--- config.mk ---
export PLATFORM = sky130hd
export DESIGN_NAME = bcd_rtc
export DESIGN_NICKNAME = d
export VERILOG_FILES = /design/src/rtl/rtc_pkg.sv /design/src/rtl/rtc_calendar.sv /design/src/rtl/rtc_alarm.sv /design/src/rtl/rtc_flags.sv /design/src/rtl/bcd_rtc.sv
export SDC_FILE = /design/constraint.sdc
export NUM_CORES = 1
export LEC_CHECK = 0
export BUFFER_PORTS_ARGS = -buffer_cell sky130_fd_sc_hd__buf_2
export CELL_PAD_IN_SITES_DETAIL_PLACEMENT = 1
export CELL_PAD_IN_SITES_GLOBAL_PLACEMENT = 2
export CORE_ASPECT_RATIO = 1.25
export CORE_MARGIN = 5
export CORE_UTILIZATION = 41
export CTS_CLUSTER_DIAMETER = 30
export DETAILED_ROUTE_END_ITERATION = 7
export PLACE_DENSITY = 0.87
export SKIP_LAST_GASP = 1
export SLEW_MARGIN = 10
export SYNTH_ARGS = -nofsm -noshare
export SYNTH_HDL_FRONTEND = slang
export SYNTH_SLANG_ARGS = --single-unit
--- constraint.sdc ---
create_clock -name clk_i -period 7.95 [get_ports clk_i]
set_clock_uncertainty 0.05 [all_clocks]
set_input_delay 0.3975 -clock clk_i [delete_from_list [all_inputs] [get_ports clk_i]]
set_output_delay 0.3975 -clock clk_i [all_outputs]
set_load 0.01 [all_outputs]
--- src/rtl/rtc_pkg.sv ---
package rtc_pkg;

  localparam int BYTE_W = 8;

  // register offsets (the order of the time fields is visible to software)
  localparam int OFS_WDAY   = 6;
  localparam int OFS_ALM_LO = 7;
  localparam int OFS_ALM_HI = 12;
  localparam int OFS_CTRL   = 13;
  localparam int OFS_STAT   = 14;
  localparam int OFS_IEN    = 15;
  localparam int OFS_CMP_LO = 16;
  localparam int OFS_CMP_HI = 17;

  localparam int CTRL_RUN  = 0;
  localparam int CTRL_SNAP = 6;
  localparam int IEN_TMR   = 2;
  localparam int IEN_ALM   = 3;

  // status flag vector (bits 7:2 of the status register)
  localparam int NFLAG   = 6;
  localparam int FL_ALM  = 4;
  localparam int FL_PWR  = 5;

  typedef logic [BYTE_W-1:0] bcd8_t;

  typedef struct packed {
    bcd8_t yr;
    bcd8_t mon;
    bcd8_t day;
    bcd8_t hr;
    bcd8_t mn;
    bcd8_t sec;
  } stamp_t;

  localparam stamp_t STAMP_RST = '{yr: 8'h00, mon: 8'h01, day: 8'h01,
                                   hr: 8'h00, mn: 8'h00, sec: 8'h00};

  function automatic int unsigned bcd_val(bcd8_t b);
    return int'(b[7:4]) * 10 + int'(b[3:0]);
  endfunction

  function automatic bcd8_t bcd_of(int unsigned v);
    bcd8_t r;
    r[7:4] = 4'(v / 10);
    r[3:0] = 4'(v % 10);
    return r;
  endfunction

  // days in the month; leap test on the binary year value
  function automatic int unsigned month_len(bcd8_t mon, bcd8_t yr);
    case (bcd_val(mon))
      4, 6, 9, 11: return 30;
      2:           return (bcd_val(yr) % 4 == 0) ? 29 : 28;
      default:     return 31;
    endcase
  endfunction

  // {wrapped, next value}: wraps to lo once the value reaches hi
  function automatic logic [8:0] bcd_step(bcd8_t v, int unsigned lo, int unsigned hi);
    if (bcd_val(v) >= hi) return {1'b1, bcd_of(lo)};
    return {1'b0, bcd_of(bcd_val(v) + 1)};
  endfunction

endpackage

--- src/rtl/rtc_calendar.sv ---
module rtc_calendar
  import rtc_pkg::*;
(
  input  logic       clk_i,
  input  logic       rst_ni,
  input  logic       adv_i,
  input  logic       wr_i,
  input  logic [2:0] wr_idx_i,
  input  bcd8_t      wr_val_i,
  output stamp_t     live_o,
  output bcd8_t      wday_o,
  output stamp_t     next_o,
  output logic [3:0] roll_o
);

  stamp_t     live_q, nxt;
  bcd8_t      wd_q, nxt_wd;
  logic [8:0] st_sec, st_min, st_hr, st_day, st_mon, st_yr, st_wd;
  logic       c_min, c_hr, c_day, c_mon, c_yr;

  always_comb begin
    st_sec = bcd_step(live_q.sec, 0, 59);
    st_min = bcd_step(live_q.mn,  0, 59);
    st_hr  = bcd_step(live_q.hr,  0, 23);
    st_day = bcd_step(live_q.day, 1, month_len(live_q.mon, live_q.yr));
    st_mon = bcd_step(live_q.mon, 1, 12);
    st_yr  = bcd_step(live_q.yr,  0, 99);
    st_wd  = bcd_step(wd_q,       0, 6);

    c_min = st_sec[8];
    c_hr  = c_min & st_min[8];
    c_day = c_hr  & st_hr[8];
    c_mon = c_day & st_day[8];
    c_yr  = c_mon & st_mon[8];

    nxt.sec = st_sec[7:0];
    nxt.mn  = c_min ? st_min[7:0] : live_q.mn;
    nxt.hr  = c_hr  ? st_hr[7:0]  : live_q.hr;
    nxt.day = c_day ? st_day[7:0] : live_q.day;
    nxt.mon = c_mon ? st_mon[7:0] : live_q.mon;
    nxt.yr  = c_yr  ? st_yr[7:0]  : live_q.yr;
    nxt_wd  = c_day ? st_wd[7:0]  : wd_q;
  end

  always_ff @(posedge clk_i or negedge rst_ni) begin
    if (!rst_ni) begin
      live_q <= STAMP_RST;
      wd_q   <= '0;
    end else if (wr_i) begin
      case (wr_idx_i)
        3'd0:    live_q.sec <= wr_val_i;
        3'd1:    live_q.mn  <= wr_val_i;
        3'd2:    live_q.hr  <= wr_val_i;
        3'd3:    live_q.day <= wr_val_i;
        3'd4:    live_q.mon <= wr_val_i;
        3'd5:    live_q.yr  <= wr_val_i;
        default: wd_q       <= wr_val_i;
      endcase
    end else if (adv_i) begin
      live_q <= nxt;
      wd_q   <= nxt_wd;
    end
  end

  assign live_o = live_q;
  assign wday_o = wd_q;
  assign next_o = nxt;
  assign roll_o = {4{adv_i}} & {c_day, c_hr, c_min, 1'b1};

endmodule

--- src/rtl/rtc_alarm.sv ---
module rtc_alarm
  import rtc_pkg::*;
#(
  parameter int NFIELD = 6
) (
  input  logic       clk_i,
  input  logic       rst_ni,
  input  logic       wr_i,
  input  logic [2:0] wr_idx_i,
  input  bcd8_t      wr_val_i,
  input  logic       adv_i,
  input  stamp_t     cand_i,
  output stamp_t     alarm_o,
  output logic       hit_o
);

  logic [NFIELD-1:0] match;

  for (genvar k = 0; k < NFIELD; k++) begin : g_fld
    bcd8_t fld_q;
    always_ff @(posedge clk_i or negedge rst_ni) begin
      if (!rst_ni)                         fld_q <= '0;
      else if (wr_i && wr_idx_i == 3'(k))  fld_q <= wr_val_i;
    end
    assign alarm_o[BYTE_W*k +: BYTE_W] = fld_q;
    assign match[k] = (fld_q == cand_i[BYTE_W*k +: BYTE_W]);
  end

  assign hit_o = adv_i & (&match);

endmodule

--- src/rtl/rtc_flags.sv ---
module rtc_flags #(
  parameter int NF      = 6,
  parameter int PWR_BIT = 5
) (
  input  logic          clk_i,
  input  logic          rst_ni,
  input  logic [NF-1:0] set_i,
  input  logic [NF-1:0] clr_i,
  output logic [NF-1:0] flags_o
);

  for (genvar k = 0; k < NF; k++) begin : g_flag
    localparam logic RST_V = (k == PWR_BIT);
    logic bit_q;
    always_ff @(posedge clk_i or negedge rst_ni) begin
      if (!rst_ni) bit_q <= RST_V;
      else         bit_q <= set_i[k] | (bit_q & ~clr_i[k]);
    end
    assign flags_o[k] = bit_q;
  end

endmodule

--- src/rtl/bcd_rtc.sv ---
module bcd_rtc
  import rtc_pkg::*;
#(
  parameter int ADDR_W = 5
) (
  input  logic              clk_i,
  input  logic              rst_ni,
  input  logic              tick_i,
  input  logic [ADDR_W-1:0] bus_addr_i,
  input  logic [7:0]        bus_wdata_i,
  input  logic              bus_we_i,
  input  logic              bus_re_i,
  output logic [7:0]        bus_rdata_o,
  output logic              irq_o
);

  localparam logic [ADDR_W-1:0] O_WDAY   = ADDR_W'(OFS_WDAY);
  localparam logic [ADDR_W-1:0] O_ALM_LO = ADDR_W'(OFS_ALM_LO);
  localparam logic [ADDR_W-1:0] O_ALM_HI = ADDR_W'(OFS_ALM_HI);
  localparam logic [ADDR_W-1:0] O_CTRL   = ADDR_W'(OFS_CTRL);
  localparam logic [ADDR_W-1:0] O_STAT   = ADDR_W'(OFS_STAT);
  localparam logic [ADDR_W-1:0] O_IEN    = ADDR_W'(OFS_IEN);
  localparam logic [ADDR_W-1:0] O_CMP_LO = ADDR_W'(OFS_CMP_LO);
  localparam logic [ADDR_W-1:0] O_CMP_HI = ADDR_W'(OFS_CMP_HI);
  localparam int SHD_W = 7 * BYTE_W;

  // decode
  logic       time_wr, alm_sel, alm_wr, snap_wr, stat_we;
  logic [2:0] alm_idx;
  assign time_wr = bus_we_i && (bus_addr_i <= O_WDAY);
  assign alm_sel = (bus_addr_i >= O_ALM_LO) && (bus_addr_i <= O_ALM_HI);
  assign alm_wr  = bus_we_i && alm_sel;
  assign alm_idx = 3'(bus_addr_i - O_ALM_LO);
  assign snap_wr = bus_we_i && (bus_addr_i == O_CTRL) && bus_wdata_i[CTRL_SNAP];
  assign stat_we = bus_we_i && (bus_addr_i == O_STAT);

  // registers owned by the top
  logic [7:0]       ctrl_q, cmp_lo_q, cmp_hi_q;
  logic [3:0]       ien_q;
  logic [SHD_W-1:0] shd_q;

  // named internal events
  logic             adv;
  stamp_t           live, nxt, alm_q;
  bcd8_t            wday;
  logic [3:0]       roll;
  logic             alm_hit;
  logic [NFLAG-1:0] flags, fl_set, fl_clr;
  logic             ev_sel;

  assign adv = tick_i && ctrl_q[CTRL_RUN] && !time_wr;

  rtc_calendar u_cal (
    .clk_i    (clk_i),
    .rst_ni   (rst_ni),
    .adv_i    (adv),
    .wr_i     (time_wr),
    .wr_idx_i (bus_addr_i[2:0]),
    .wr_val_i (bus_wdata_i),
    .live_o   (live),
    .wday_o   (wday),
    .next_o   (nxt),
    .roll_o   (roll)
  );

  rtc_alarm #(.NFIELD(6)) u_alm (
    .clk_i    (clk_i),
    .rst_ni   (rst_ni),
    .wr_i     (alm_wr),
    .wr_idx_i (alm_idx),
    .wr_val_i (bus_wdata_i),
    .adv_i    (adv),
    .cand_i   (nxt),
    .alarm_o  (alm_q),
    .hit_o    (alm_hit)
  );

  assign fl_set = {1'b0, alm_hit, roll};
  assign fl_clr = stat_we ? bus_wdata_i[7:2] : '0;

  rtc_flags #(.NF(NFLAG), .PWR_BIT(FL_PWR)) u_flg (
    .clk_i   (clk_i),
    .rst_ni  (rst_ni),
    .set_i   (fl_set),
    .clr_i   (fl_clr),
    .flags_o (flags)
  );

  always_ff @(posedge clk_i or negedge rst_ni) begin
    if (!rst_ni) begin
      ctrl_q   <= '0;
      ien_q    <= '0;
      cmp_lo_q <= '0;
      cmp_hi_q <= '0;
      shd_q    <= {8'h00, STAMP_RST};
    end else begin
      if (bus_we_i && bus_addr_i == O_CTRL) ctrl_q <= bus_wdata_i;
      else                                   ctrl_q[CTRL_SNAP] <= 1'b0;
      if (snap_wr) shd_q <= {wday, live};
      if (bus_we_i && bus_addr_i == O_IEN)    ien_q    <= bus_wdata_i[3:0];
      if (bus_we_i && bus_addr_i == O_CMP_LO) cmp_lo_q <= bus_wdata_i;
      if (bus_we_i && bus_addr_i == O_CMP_HI) cmp_hi_q <= bus_wdata_i;
    end
  end

  // read path
  always_comb begin
    bus_rdata_o = '0;
    if (bus_re_i) begin
      if (bus_addr_i <= O_WDAY)
        bus_rdata_o = shd_q[{bus_addr_i[2:0], 3'b000} +: BYTE_W];
      else if (alm_sel)
        bus_rdata_o = alm_q[{alm_idx, 3'b000} +: BYTE_W];
      else begin
        case (bus_addr_i)
          O_CTRL:   bus_rdata_o = ctrl_q;
          O_STAT:   bus_rdata_o = {flags, ctrl_q[CTRL_RUN], 1'b0};
          O_IEN:    bus_rdata_o = {4'b0000, ien_q};
          O_CMP_LO: bus_rdata_o = cmp_lo_q;
          O_CMP_HI: bus_rdata_o = cmp_hi_q;
          default:  bus_rdata_o = '0;
        endcase
      end
    end
  end

  // interrupt level
  assign ev_sel = flags[ien_q[1:0]];
  assign irq_o  = (flags[FL_ALM] & ien_q[IEN_ALM]) | (ev_sel & ien_q[IEN_TMR]);

endmodule

==> results_dict.tcl <==
set metrics [dict create \
    grtUsageTotal_pct 27.1 \
    rows 88 \
    drv_slew 0 \
    grt.overflow.total 0 \
    die_h_um 251 \
    nNetsFinal 2342 \
    grt_max_degree 82 \
    relSlewSlack_pct 23.9 \
    clk_path_buf_depth 2 \
    drt_iter0_drc 1359 \
    synth_top_area_cell "dfrtp_1" \
    syn_inst 2269 \
    htreeDepth 4 \
    core_area_um2 46100 \
    start_util_pct 41.5 \
    fillers 5481 \
    io_pins 27 \
    yosys-top-cells-area "dfrtp_1 (25%), mux2_2 (7.5%), ha_1 (5.5%)" \
    cp-end-kind "flop" \
    ys_seq_area_share_pct 25.4 \
    post_route_cells_drive_above_1_share_pct 13.5 \
    synth_warnings 0 \
    worst_pin_slew_ns 1.14 \
    status "complete, no violations" \
    fp.dieW_um 203 \
    synth_nets 2385 \
    drt_wl_total_um 71600 \
    cts.sinks 194 \
    finalSetupTns_ns 0 \
    r2r_start "u_cal.live_o[36]$_DFFE_PN0P_" \
    synthTopCellsByCount "nand2_1 (221), dfrtp_1 (189), o21ai_0 (167)" \
    netlist-cell-type-count 114 \
    drc 0 \
    finalCritPeriodShare_pct 94.3 \
    cts_tree "done" \
    required_ns 8.29 \
    via_count 18600 \
    start_kind "flop" \
    hold_violations 0 \
    maxCapViolations 0 \
    min_from "bus_wdata_i[6]" \
    cp.arrival_ns 7.84 \
    cts_root_buffer "clkbuf_16" \
    critPathKind "flop to flop" \
    cts_made_buffers 17 \
    synthArstFlopShare_pct 100 \
    ant_nets 0 \
    yosys.area.top_type_share_pct 24.7 \
    crit_start "u_cal.live_o[36]$_DFFE_PN0P_" \
    dp_hpwl_um 54700 \
    vias_per_cell 6.58 \
    grt_pass1_wl_um 111000 \
    rsz0062_at_grt "false" \
    dr.pass1.iters 7 \
    avgSynthCellArea_um2 8.43 \
    fmax_mhz 133 \
    grt_pass1_vias 19000 \
    yosysMostFrequentCell "nand2_1" \
    antenna_found_initial 5 \
    path_clk_slew_ns 0.08 \
    synth-seq-cells 194 \
    port_buffers 26 \
    synthFlopType "dfrtp_1" \
    min_path_type "input port to flop" \
    wl_per_cell_um 25.4 \
    worstSkewPairLatency_ns 0.46 \
    place.gp.congestion 0.959 \
    dieArea_um2 51100 \
    min_period_ns 7.50 \
    cp_max_fo 10 \
    setup_viol 0 \
    areaGrowthSynthToFinish_pct 6.88 \
    synth_edf_count 0 \
    netlist_area_um2 19100 \
]
==> worst max-delay path, cell delays in order (launching register included) <==
cell and delay (ns):
dfrtp_1 0.47, ha_1 0.24, ha_1 0.20, fa_1 0.49
o211ai_1 0.18, nor2_1 0.13, xnor2_1 0.44, nand2_1 0.23
nor4_1 0.51, a21oi_1 0.14, ha_1 0.29, nand2b_1 0.09
a21oi_1 0.07, o32a_1 0.29, a211o_1 0.27, o2111ai_1 0.29
nor2b_2 0.46, nand2_1 0.37, nand2_1 0.19, o22ai_1 0.09
a311oi_1 0.27, o2111ai_1 0.16, nor4_1 0.32, nand4_1 0.14
or4b_2 0.62, nor4_1 0.25, a31o_1 0.18
==> registers in the layout (all words and copies together) (netlist names) <==
name,flops
cmp_hi_q,8
cmp_lo_q,8
u_flg.g_flag.bit_q,6
u_cal.live_o,48
ien_q,4
shd_q,56
u_alm.g_fld.fld_q,48
u_cal.wday_o,8
ctrl_q,8
==> layout by cell type, fill, tap and decap left out, types with 12 or more instances in the layout <==
cell type  netlist  layout
dfrtp_1        189     189
xor2_1          42      41
clkbuf_16        0      17
o21ai_0        167     166
mux4_2          17      17
a31oi_1         28      28
buf_2           10      25
mux2i_1         42      42
nand4_1         24      24
a211oi_1        21      21
or2_2           17      17
ha_1            84      84
a21oi_1        121     121
a211o_1         13      13
and2_1          21      21
inv_1           84      84
or3_1           17      17
a21boi_0        19      19
buf_4            0      23
a22oi_1         12      12
a21o_1          19      19
nor2b_1         14      13
nor4_1          39      39
a221oi_1        15      15
nand2_1        221     221
mux2_2         128     128
or4_1           12      12
nor3_1          59      58
o211ai_1        28      28
nand3_1         56      55
and3_1          30      30
xnor2_1         84      83
nor2_1         166     166
a22o_1          21      21
nand2b_1        35      35
fa_1            14      14
o21a_1          18      18
o22ai_1         32      32
==> path summary, 6_finish.rpt <==
check | slack (ns) | cells past startpoint | to
setup reg to reg | 0.45 | 26 | u_flg.g_flag[4].bit_q$_DFF_PN0_
max in group asynchronous | 6.08 | 3 | cmp_lo_q[3]$_DFFE_PN0P_
hold reg to reg | 0.44 | 1 | u_flg.g_flag[5].bit_q$_DFF_PN1_
min in group asynchronous | 0.44 | 2 | u_cal.wday_o[1]$_DFFE_PN0P_
hold / removal | 0.40 | 3 | u_cal.wday_o[6]$_DFFE_PN0P_
setup / recovery | 0.45 | 26 | u_flg.g_flag[4].bit_q$_DFF_PN0_
==> per-stage QoR <==
step / hold WS [ns] / area, um^2 / setup slack [ns] / instances / utilization, %
after floorplan: 0.0519 / 19100 / 1.39 / 2269 / -
after global placement: 0.382 / 19700 / 0.499 / 2791 / 42.8
after detailed placement: 0.386 / 19700 / 0.175 / 2791 / 42.8
after CTS: 0.377 / 20400 / 0.132 / 2824 / 44.2
after global routing: 0.413 / 20400 / 0.0646 / 2825 / 44.3
final: 0.396 / 20400 / 0.454 / 2825 / 44.3
==> cells by family (layout without fill, tap and decap cells) <==
kind of cell | count (synthesis) | in the layout | synth area share [%]
muxes | 188 | 188 | 11.8
and+or+nand+nor | 762 | 762 | 19.9
buffers and inverters | 200 | 170 | 4.11
other | 0 | 1 | 0
xor gates and xnor gates | 131 | 131 | 6.36
adders and majority gates | 103 | 103 | 7.22
DFF | 194 | 194 | 25.4
AOI/OAI and AO/OA | 691 | 691 | 25.1
==> cell type report <==
class | count | area [um^2] | share of cell area [%]
inverters | 88 | 330 | 1.62
multi-input cells | 1875 | 13500 | 66.2
repair buffers | 50 | 322 | 1.57
clock inverters | 12 | 193 | 0.943
clock buffers | 20 | 467 | 2.28
well taps | 585 | 732 | 3.58
diodes | 1 | 2.50 | 0.0122
flip-flops and latches | 194 | 4860 | 23.8
==> layer usage <==
metal,track usage (%),part of all wire (%),vias up
met5,0,0.084,-
met4,12.4,5.2,8
met3,3.41,4.9,187
met2,46.7,49,559
met1,34.0,41,9378
li1,-,-,8456
==> timing repair <==
item / 4_1_cts / 5_1_grt
buffers inserted: 0 / 0
endpoints found under the hold margin: 58 / 0
hold buffers: 1 / 0
resized for setup: 0 / 5
endpoints found under the setup margin: 0 / 1
Power is not shown: default switching activity piles up to over one toggle a cycle in this logic, so the estimate is an artifact.
